### src/rtl/dadc_pkg.sv
package dadc_pkg;

  localparam int DADC_ADDR_W = 3;

  typedef enum logic [1:0] {
    ST_IDLE,
    ST_ADDR,
    ST_SETUP,
    ST_SHIFT
  } dadc_state_t;

  typedef struct packed {
    logic [DADC_ADDR_W-1:0] chan;
    logic                   twos;
    logic                   one_line;
  } dadc_cfg_t;

  // straight binary only for single-ended inputs on the narrow range
  function automatic logic dadc_is_twos(input logic se, input logic wide);
    return !(se && !wide);
  endfunction

endpackage

### src/rtl/dadc_sclk_gen.sv
module dadc_sclk_gen #(
  parameter int DIV = 2
) (
  input  logic clk,
  input  logic rst,
  input  logic run,
  output logic sclk,
  output logic fall_tick,
  output logic rise_tick
);
  localparam int CW = (DIV > 1) ? $clog2(DIV) : 1;
  localparam logic [CW-1:0] LAST = CW'(DIV - 1);

  logic [CW-1:0] cnt;

  always_ff @(posedge clk) begin
    if (rst || !run) begin
      cnt  <= '0;
      sclk <= 1'b1;
    end else if (cnt == LAST) begin
      cnt  <= '0;
      sclk <= ~sclk;
    end else begin
      cnt <= cnt + 1'b1;
    end
  end

  // tick is high in the cycle whose closing edge toggles sclk
  assign fall_tick = run && sclk && (cnt == LAST);
  assign rise_tick = run && !sclk && (cnt == LAST);

endmodule

### src/rtl/dadc_lane.sv
module dadc_lane #(
  parameter int W = 12
) (
  input  logic         clk,
  input  logic         rst,
  input  logic         clr,
  input  logic         en,
  input  logic         din,
  output logic [W-1:0] q
);
  always_ff @(posedge clk) begin
    if (rst || clr) q <= '0;
    else if (en)    q <= {q[W-2:0], din};
  end
endmodule

### src/rtl/dadc_gap_timer.sv
module dadc_gap_timer #(
  parameter int QUIET_CYC = 9
) (
  input  logic clk,
  input  logic rst,
  input  logic load,
  output logic gap_ok
);
  localparam int QW = $clog2(QUIET_CYC + 1);
  localparam logic [QW-1:0] QLOAD = QW'(QUIET_CYC);

  logic [QW-1:0] left;

  always_ff @(posedge clk) begin
    if (rst)             left <= '0;
    else if (load)       left <= QLOAD;
    else if (left != '0) left <= left - 1'b1;
  end

  assign gap_ok = (left == '0);
endmodule

### src/rtl/dual_adc_reader.sv
module dual_adc_reader
  import dadc_pkg::*;
#(
  parameter int DATA_W    = 12,
  parameter int LEAD_BITS = 2,
  parameter int TAIL_BITS = 2,
  parameter int CLK_DIV   = 2,
  parameter int SETUP_CYC = 3,
  parameter int QUIET_CYC = 9
) (
  input  logic                   clk,
  input  logic                   rst,
  input  logic                   start,
  input  logic [DADC_ADDR_W-1:0] pair_addr,
  input  logic                   range_sel,
  input  logic                   single_ended,
  input  logic                   one_line,
  output logic                   ready,
  output logic                   adc_cs_n,
  output logic                   adc_sclk,
  output logic [DADC_ADDR_W-1:0] adc_addr,
  output logic                   adc_range,
  input  logic                   adc_dout_a,
  input  logic                   adc_dout_b,
  output logic                   done,
  output logic [DATA_W-1:0]      res_a,
  output logic [DATA_W-1:0]      res_b,
  output logic [DADC_ADDR_W-1:0] res_chan,
  output logic                   res_twos
);
  localparam int FRAME_W = LEAD_BITS + DATA_W + TAIL_BITS;
  localparam int BCW     = $clog2(2 * FRAME_W + 1);
  localparam int SCW     = (SETUP_CYC > 1) ? $clog2(SETUP_CYC + 1) : 1;
  localparam int QW      = $clog2(QUIET_CYC + 1);
  localparam logic [BCW-1:0] NCLK_SEP  = BCW'(FRAME_W);
  localparam logic [BCW-1:0] NCLK_ONE  = BCW'(2 * FRAME_W);
  localparam logic [BCW-1:0] WIN0_LO   = BCW'(LEAD_BITS);
  localparam logic [BCW-1:0] WIN0_HI   = BCW'(LEAD_BITS + DATA_W);
  localparam logic [BCW-1:0] WIN1_LO   = BCW'(FRAME_W + LEAD_BITS);
  localparam logic [BCW-1:0] WIN1_HI   = BCW'(FRAME_W + LEAD_BITS + DATA_W);
  localparam logic [SCW-1:0] SETUP_END = SCW'(SETUP_CYC - 1);

  dadc_state_t           state;
  dadc_cfg_t             cfg;
  logic [BCW-1:0]        fall_cnt;
  logic [SCW-1:0]        setup_cnt;
  logic                  fall_tick, rise_tick, run, gap_ok;
  logic                  in_win, frame_end;
  logic [BCW-1:0]        nclk;
  logic [2*DATA_W-1:0]   lane_a;
  logic [DATA_W-1:0]     lane_b;
  logic [DATA_W-1:0]     word_a, word_b;

  assign run       = (state == ST_SHIFT);
  assign nclk      = cfg.one_line ? NCLK_ONE : NCLK_SEP;
  assign frame_end = run && rise_tick && (fall_cnt == nclk);
  assign ready     = (state == ST_IDLE) && gap_ok;

  // only data slots enter the lanes; lead and tail bits are skipped
  assign in_win = ((fall_cnt >= WIN0_LO) && (fall_cnt < WIN0_HI)) ||
                  (cfg.one_line && (fall_cnt >= WIN1_LO) && (fall_cnt < WIN1_HI));

  dadc_sclk_gen #(.DIV(CLK_DIV)) u_sclk (
    .clk(clk), .rst(rst), .run(run),
    .sclk(adc_sclk), .fall_tick(fall_tick), .rise_tick(rise_tick)
  );

  dadc_lane #(.W(2 * DATA_W)) u_lane_a (
    .clk(clk), .rst(rst), .clr(state == ST_ADDR),
    .en(fall_tick && in_win), .din(adc_dout_a), .q(lane_a)
  );

  dadc_lane #(.W(DATA_W)) u_lane_b (
    .clk(clk), .rst(rst), .clr(state == ST_ADDR),
    .en(fall_tick && in_win && !cfg.one_line), .din(adc_dout_b), .q(lane_b)
  );

  dadc_gap_timer #(.QUIET_CYC(QUIET_CYC)) u_gap (
    .clk(clk), .rst(rst), .load(frame_end), .gap_ok(gap_ok)
  );

  assign word_a = cfg.one_line ? lane_a[2*DATA_W-1:DATA_W] : lane_a[DATA_W-1:0];
  assign word_b = cfg.one_line ? lane_a[DATA_W-1:0]        : lane_b;

  always_ff @(posedge clk) begin
    if (rst) begin
      state     <= ST_IDLE;
      cfg       <= '0;
      adc_cs_n  <= 1'b1;
      adc_addr  <= '0;
      adc_range <= 1'b0;
      fall_cnt  <= '0;
      setup_cnt <= '0;
      done      <= 1'b0;
      res_a     <= '0;
      res_b     <= '0;
      res_chan  <= '0;
      res_twos  <= 1'b0;
    end else begin
      done <= 1'b0;
      case (state)
        ST_IDLE: if (start && gap_ok) begin
          adc_addr     <= pair_addr;
          adc_range    <= range_sel;
          cfg.chan     <= pair_addr;
          cfg.twos     <= dadc_is_twos(single_ended, range_sel);
          cfg.one_line <= one_line;
          state        <= ST_ADDR;
        end
        ST_ADDR: begin
          adc_cs_n  <= 1'b0;
          setup_cnt <= '0;
          fall_cnt  <= '0;
          state     <= ST_SETUP;
        end
        ST_SETUP: begin
          if (setup_cnt == SETUP_END) state <= ST_SHIFT;
          else                        setup_cnt <= setup_cnt + 1'b1;
        end
        ST_SHIFT: begin
          if (fall_tick) fall_cnt <= fall_cnt + 1'b1;
          if (frame_end) begin
            adc_cs_n <= 1'b1;
            done     <= 1'b1;
            res_a    <= word_a;
            res_b    <= word_b;
            res_chan <= cfg.chan;
            res_twos <= cfg.twos;
            state    <= ST_IDLE;
          end
        end
        default: state <= ST_IDLE;
      endcase
    end
  end

  // ---------------- assertion-side observers ----------------
  logic           chk_sclk_d;
  logic [BCW-1:0] chk_falls;
  logic [QW-1:0]  chk_gap;
  logic [SCW-1:0] chk_setup;
  logic           chk_fall_seen;

  assign chk_fall_seen = chk_sclk_d && !adc_sclk;

  always_ff @(posedge clk) begin
    if (rst) begin
      chk_sclk_d <= 1'b1;
      chk_falls  <= '0;
      chk_gap    <= QW'(QUIET_CYC);
      chk_setup  <= '0;
    end else begin
      chk_sclk_d <= adc_sclk;
      if (adc_cs_n) chk_falls <= '0;
      else if (chk_fall_seen) chk_falls <= chk_falls + 1'b1;
      if (!adc_cs_n) chk_gap <= '0;
      else if (chk_gap != QW'(QUIET_CYC)) chk_gap <= chk_gap + 1'b1;
      if (adc_cs_n) chk_setup <= '0;
      else if (chk_setup != SCW'(SETUP_CYC)) chk_setup <= chk_setup + 1'b1;
    end
  end

  AST_ADDR_HELD: assert property (@(posedge clk) disable iff (rst)
    !adc_cs_n |-> ($stable(adc_addr) && $stable(adc_range)));
  AST_SCLK_IDLE: assert property (@(posedge clk) disable iff (rst)
    adc_cs_n |-> adc_sclk);
  AST_CS_SETUP: assert property (@(posedge clk) disable iff (rst)
    (!adc_cs_n && chk_fall_seen && chk_falls == '0) |-> (chk_setup >= SCW'(SETUP_CYC)));
  AST_FRAME_LEN: assert property (@(posedge clk) disable iff (rst)
    $rose(adc_cs_n) |-> (chk_falls == nclk));
  AST_DONE_ONE: assert property (@(posedge clk) disable iff (rst)
    done |=> !done);
  AST_DONE_AT_CS: assert property (@(posedge clk) disable iff (rst)
    $rose(adc_cs_n) |-> done);
  AST_QUIET_GAP: assert property (@(posedge clk) disable iff (rst)
    $fell(adc_cs_n) |-> (chk_gap >= QW'(QUIET_CYC)));

endmodule

### config.mk
export PLATFORM = sky130hd
export DESIGN_NAME = dual_adc_reader
export DESIGN_NICKNAME = d
export VERILOG_FILES = /design/src/rtl/dadc_pkg.sv /design/src/rtl/dadc_sclk_gen.sv /design/src/rtl/dadc_lane.sv /design/src/rtl/dadc_gap_timer.sv /design/src/rtl/dual_adc_reader.sv
export SDC_FILE = /design/constraint.sdc
export NUM_CORES = 1
export LEC_CHECK = 0
export ABC_AREA = 1
export BUFFER_PORTS_ARGS = -buffer_cell sky130_fd_sc_hd__clkbuf_2
export CAP_MARGIN = 20
export CORE_MARGIN = 1
export CORE_UTILIZATION = 55
export DETAILED_ROUTE_END_ITERATION = 6
export PLACE_DENSITY = 0.76
export SYNTH_ARGS = -nofsm -noshare
export SYNTH_HDL_FRONTEND = slang
export SYNTH_SLANG_ARGS = --single-unit
### constraint.sdc
create_clock -name clk -period 2.1 [get_ports clk]
set_clock_uncertainty 0.15 [all_clocks]
set_input_delay 0.315 -clock clk [delete_from_list [all_inputs] [get_ports clk]]
set_output_delay 0.315 -clock clk [all_outputs]
set_load 0.02 [all_outputs]
==> flow_metrics.env <==
export IMPL_outcome="completed"
export IMPL_path_max_fanout=4
export IMPL_power_switching_mw=1.392
export IMPL_synth_fp_nets=551
export IMPL_setup_tns_ps=0
export IMPL_ir_drop_v=0.0004329
export IMPL_p_sw_share_pct=32.83
export IMPL_multi_input_area_um2=1703
export IMPL_viasPerCell=5.064
export IMPL_grtUsageTotal_pct=24.84
export IMPL_dr_pass1_iters=4
export IMPL_port_buffers=46
export IMPL_layout_nets=591
export IMPL_fmax_mhz=516.3
export IMPL_initial_core_util_pct=56.80
export IMPL_mostFrequentLayoutCells="nor2_1, nand2_1, dfxtp_1"
export IMPL_ys_seq_area_share_pct=45.65
export IMPL_diodes=0
export IMPL_power_density_nw_per_um2=967.0
export IMPL_synth_cell_types=33
export IMPL_die_h_um=85.76
export IMPL_cts_root_buf="clkbuf_8"
export IMPL_grt_pass1_vias=3089
export IMPL_yosys_warnings=0
export IMPL_post_drt_wl_per_cell_um=12.69
export IMPL_pwr_share_comb_pct=25.4
export IMPL_cts_htree_levels=3
export IMPL_antenna_left=0
export IMPL_power_frac_seq_pct=44.0
export IMPL_clk_latency_ps=370
export IMPL_rsz0062_at_grt="no"
export IMPL_fp_coreArea_um2=6794
export IMPL_area_delta_synth_final_pct=13.62
export IMPL_ios=47
export IMPL_power_leakage_nw=1.962
export IMPL_die_x_um=85.76
export IMPL_cp_required_ps=1630
export IMPL_synth_area_um2=3859
export IMPL_tightest_slew_ps=345.6
export IMPL_grt_pass1_wl_mm=14.28
export IMPL_endpoint_kind="output port"
export IMPL_hold_viol=0
export IMPL_antenna_found_initial=0
export IMPL_yosys_register_bits=88
export IMPL_slew_violations=0
export IMPL_finalSetupViolCount=0
export IMPL_hp_class="input pin to flop"
export IMPL_intPower_mw=2.847
export IMPL_drive_gt1_share_pct=15.13
export IMPL_start_kind="flop"
export IMPL_fin_crit_sh_pct=92.24
export IMPL_drt_initial_drc_count=232
export IMPL_gp_congestion=0.8110
export IMPL_period_needed_ps=1937
export IMPL_cts_sinks=88
export IMPL_num_rows=30
export IMPL_max_cap_violations=0
export IMPL_fin_area_um2=4384
export IMPL_drc_errors=0
export IMPL_numCtsBuffers=9
export IMPL_pwr_share_clk_pct=30.6
export IMPL_place_area_um2=4134
export IMPL_avgSynthCellArea_um2=7.281
export IMPL_grt_overflow=0
export IMPL_clk_pin_slew_ps=90
export IMPL_dpl_hpwl_mm=5.908
export IMPL_wl_mm=8.515
export IMPL_fill_cells=617
export IMPL_die_area_um2=7355
export IMPL_fin_hold_ws_ps=37.41
export IMPL_final_common_cell="nor2_1"
export IMPL_critPathArrivalTime_ps=1470
export IMPL_cts_tree="yes"
export IMPL_synth_cells=530
export IMPL_register_area_um2=1762
export IMPL_path_class="flop to output port"
export IMPL_rrSetupSlack_ps=200
export IMPL_clockBufferDepth=2
export IMPL_grt_max_degree=38
export IMPL_worst_slew_margin_rel_pct=76.96
export IMPL_via_count=3398
[cells by family after synthesis]
group,Yosys count,share of synthesized area [%]
fa+ha+maj,10,3.243
buf+inv,93,10.41
xor+xnor,3,0.6811
flops,88,45.66
simple gates,236,25.42
compound gates,100,14.59
[worst max-delay path, stage by stage, from the launching register on]
cell	delay, ps
dfxtp_1	350
inv_1	80
ha_1	140
nand2_1	80
nor2_4	140
inv_1	60
nor2_1	80
clkbuf_2	170
[cell type report]
| cell class | instances | share of cell area (%) |
|---|---|---|
| Timing Repair Buffer | 59 | 7.820 |
| Inverter | 63 | 5.394 |
| Sequential cell | 88 | 40.18 |
| Clock inverter | 6 | 2.112 |
| Clock buffer | 10 | 2.911 |
| Multi-Input combinational cell | 349 | 38.84 |
| Tap cell | 96 | 2.740 |
[layer usage]
metal | track usage [%] | wire length (µm) | up-vias
li1 | - | - | 1769
met1 | 32.26 | 3966 | 1543
met2 | 39.71 | 4074 | 71
met3 | 6.160 | 298 | 15
met4 | 10.15 | 176 | 0
met5 | 0 | 0 | -
[registers in the layout (all words and copies together) (netlist names), 3 cells and up]
signal and cells:
u_lane_b.q 12, u_lane_a.q 24, res_a 12, res_chan 3
u_gap.left 4, res_b 12, cfg 5, fall_cnt 6
[cells in the mapped netlist]
| master | n | area [µm²] |
|---|---|---|
| o31ai_1 | 1 | 7.510 |
| ha_1 | 10 | 125.1 |
| o21ai_2 | 1 | 8.760 |
| nor2_2 | 2 | 12.51 |
| nand4_1 | 13 | 81.33 |
| nand2_1 | 89 | 334.1 |
| nor4_1 | 1 | 6.260 |
| xnor2_1 | 1 | 8.760 |
| nor3_1 | 2 | 10.01 |
| nor3b_1 | 1 | 7.510 |
| o21ai_1 | 15 | 75.07 |
| buf_1 | 3 | 11.26 |
| buf_2 | 9 | 45.04 |
| inv_2 | 4 | 15.01 |
| o21ai_0 | 51 | 255.2 |
| clkbuf_1 | 11 | 41.29 |
| nor2_1 | 103 | 386.6 |
| nand3_2 | 1 | 10.01 |
| o21a_1 | 1 | 7.510 |
| dfxtp_1 | 88 | 1762 |
| a31oi_1 | 1 | 6.260 |
| nand2_4 | 1 | 11.26 |
| nand2_2 | 1 | 6.260 |
| or2_2 | 3 | 18.77 |
| o211a_1 | 10 | 100.1 |
| buf_6 | 4 | 45.04 |
| buf_4 | 3 | 22.52 |
| and3_1 | 1 | 6.260 |
| xor2_1 | 2 | 17.52 |
| inv_1 | 59 | 221.5 |
| nand3_1 | 18 | 90.09 |
| a211oi_1 | 1 | 7.510 |
| a21oi_1 | 19 | 95.09 |
[per-stage QoR]
| stage | power, mW | util, % | std cells | setup WS (ps) |
|---|---|---|---|---|
| finish | 4.239 | 64.53 | 671 | 163.1 |
| global route | 4.518 | 64.53 | 671 | 2.414 |
| CTS | 4.190 | 64.24 | 669 | 62.83 |
| detailed placement | 2.905 | 60.85 | 652 | 235.6 |
| global placement | 2.875 | 60.85 | 652 | 263.0 |
| floorplan | 2.683 | - | 530 | 484.4 |
[path summary, 6_finish.rpt]
kind	startpoint	end	cells after the start
worst max-delay path	u_gap.left[0]	ready	7
worst min-delay path	adc_dout_a	u_lane_a.q[0]	3
worst max register to register	state[1]	u_lane_a.q[23]	7
worst min register to register	setup_cnt[0]	setup_cnt[0]	1
[power by group through the flow]
stage,sequential (mW),combinational [mW],clock [mW]
2_1_floorplan,1.89,0.788,0
3_3_place_gp,1.89,0.980,0
3_5_place_dp,1.90,1.00,0
4_1_cts,1.86,1.01,1.31
5_1_grt,1.88,1.23,1.41
6_report,1.87,1.08,1.30
[repair_timing]
action / in CTS / in global routing
hold buffers: 1 / 0
resized for setup: 0 / 1
endpoints found under the hold margin: 1 / 0
buffers inserted: 0 / 2
endpoints found under the setup margin: 0 / 2
Note: power is estimated with default switching activity, not from simulation.
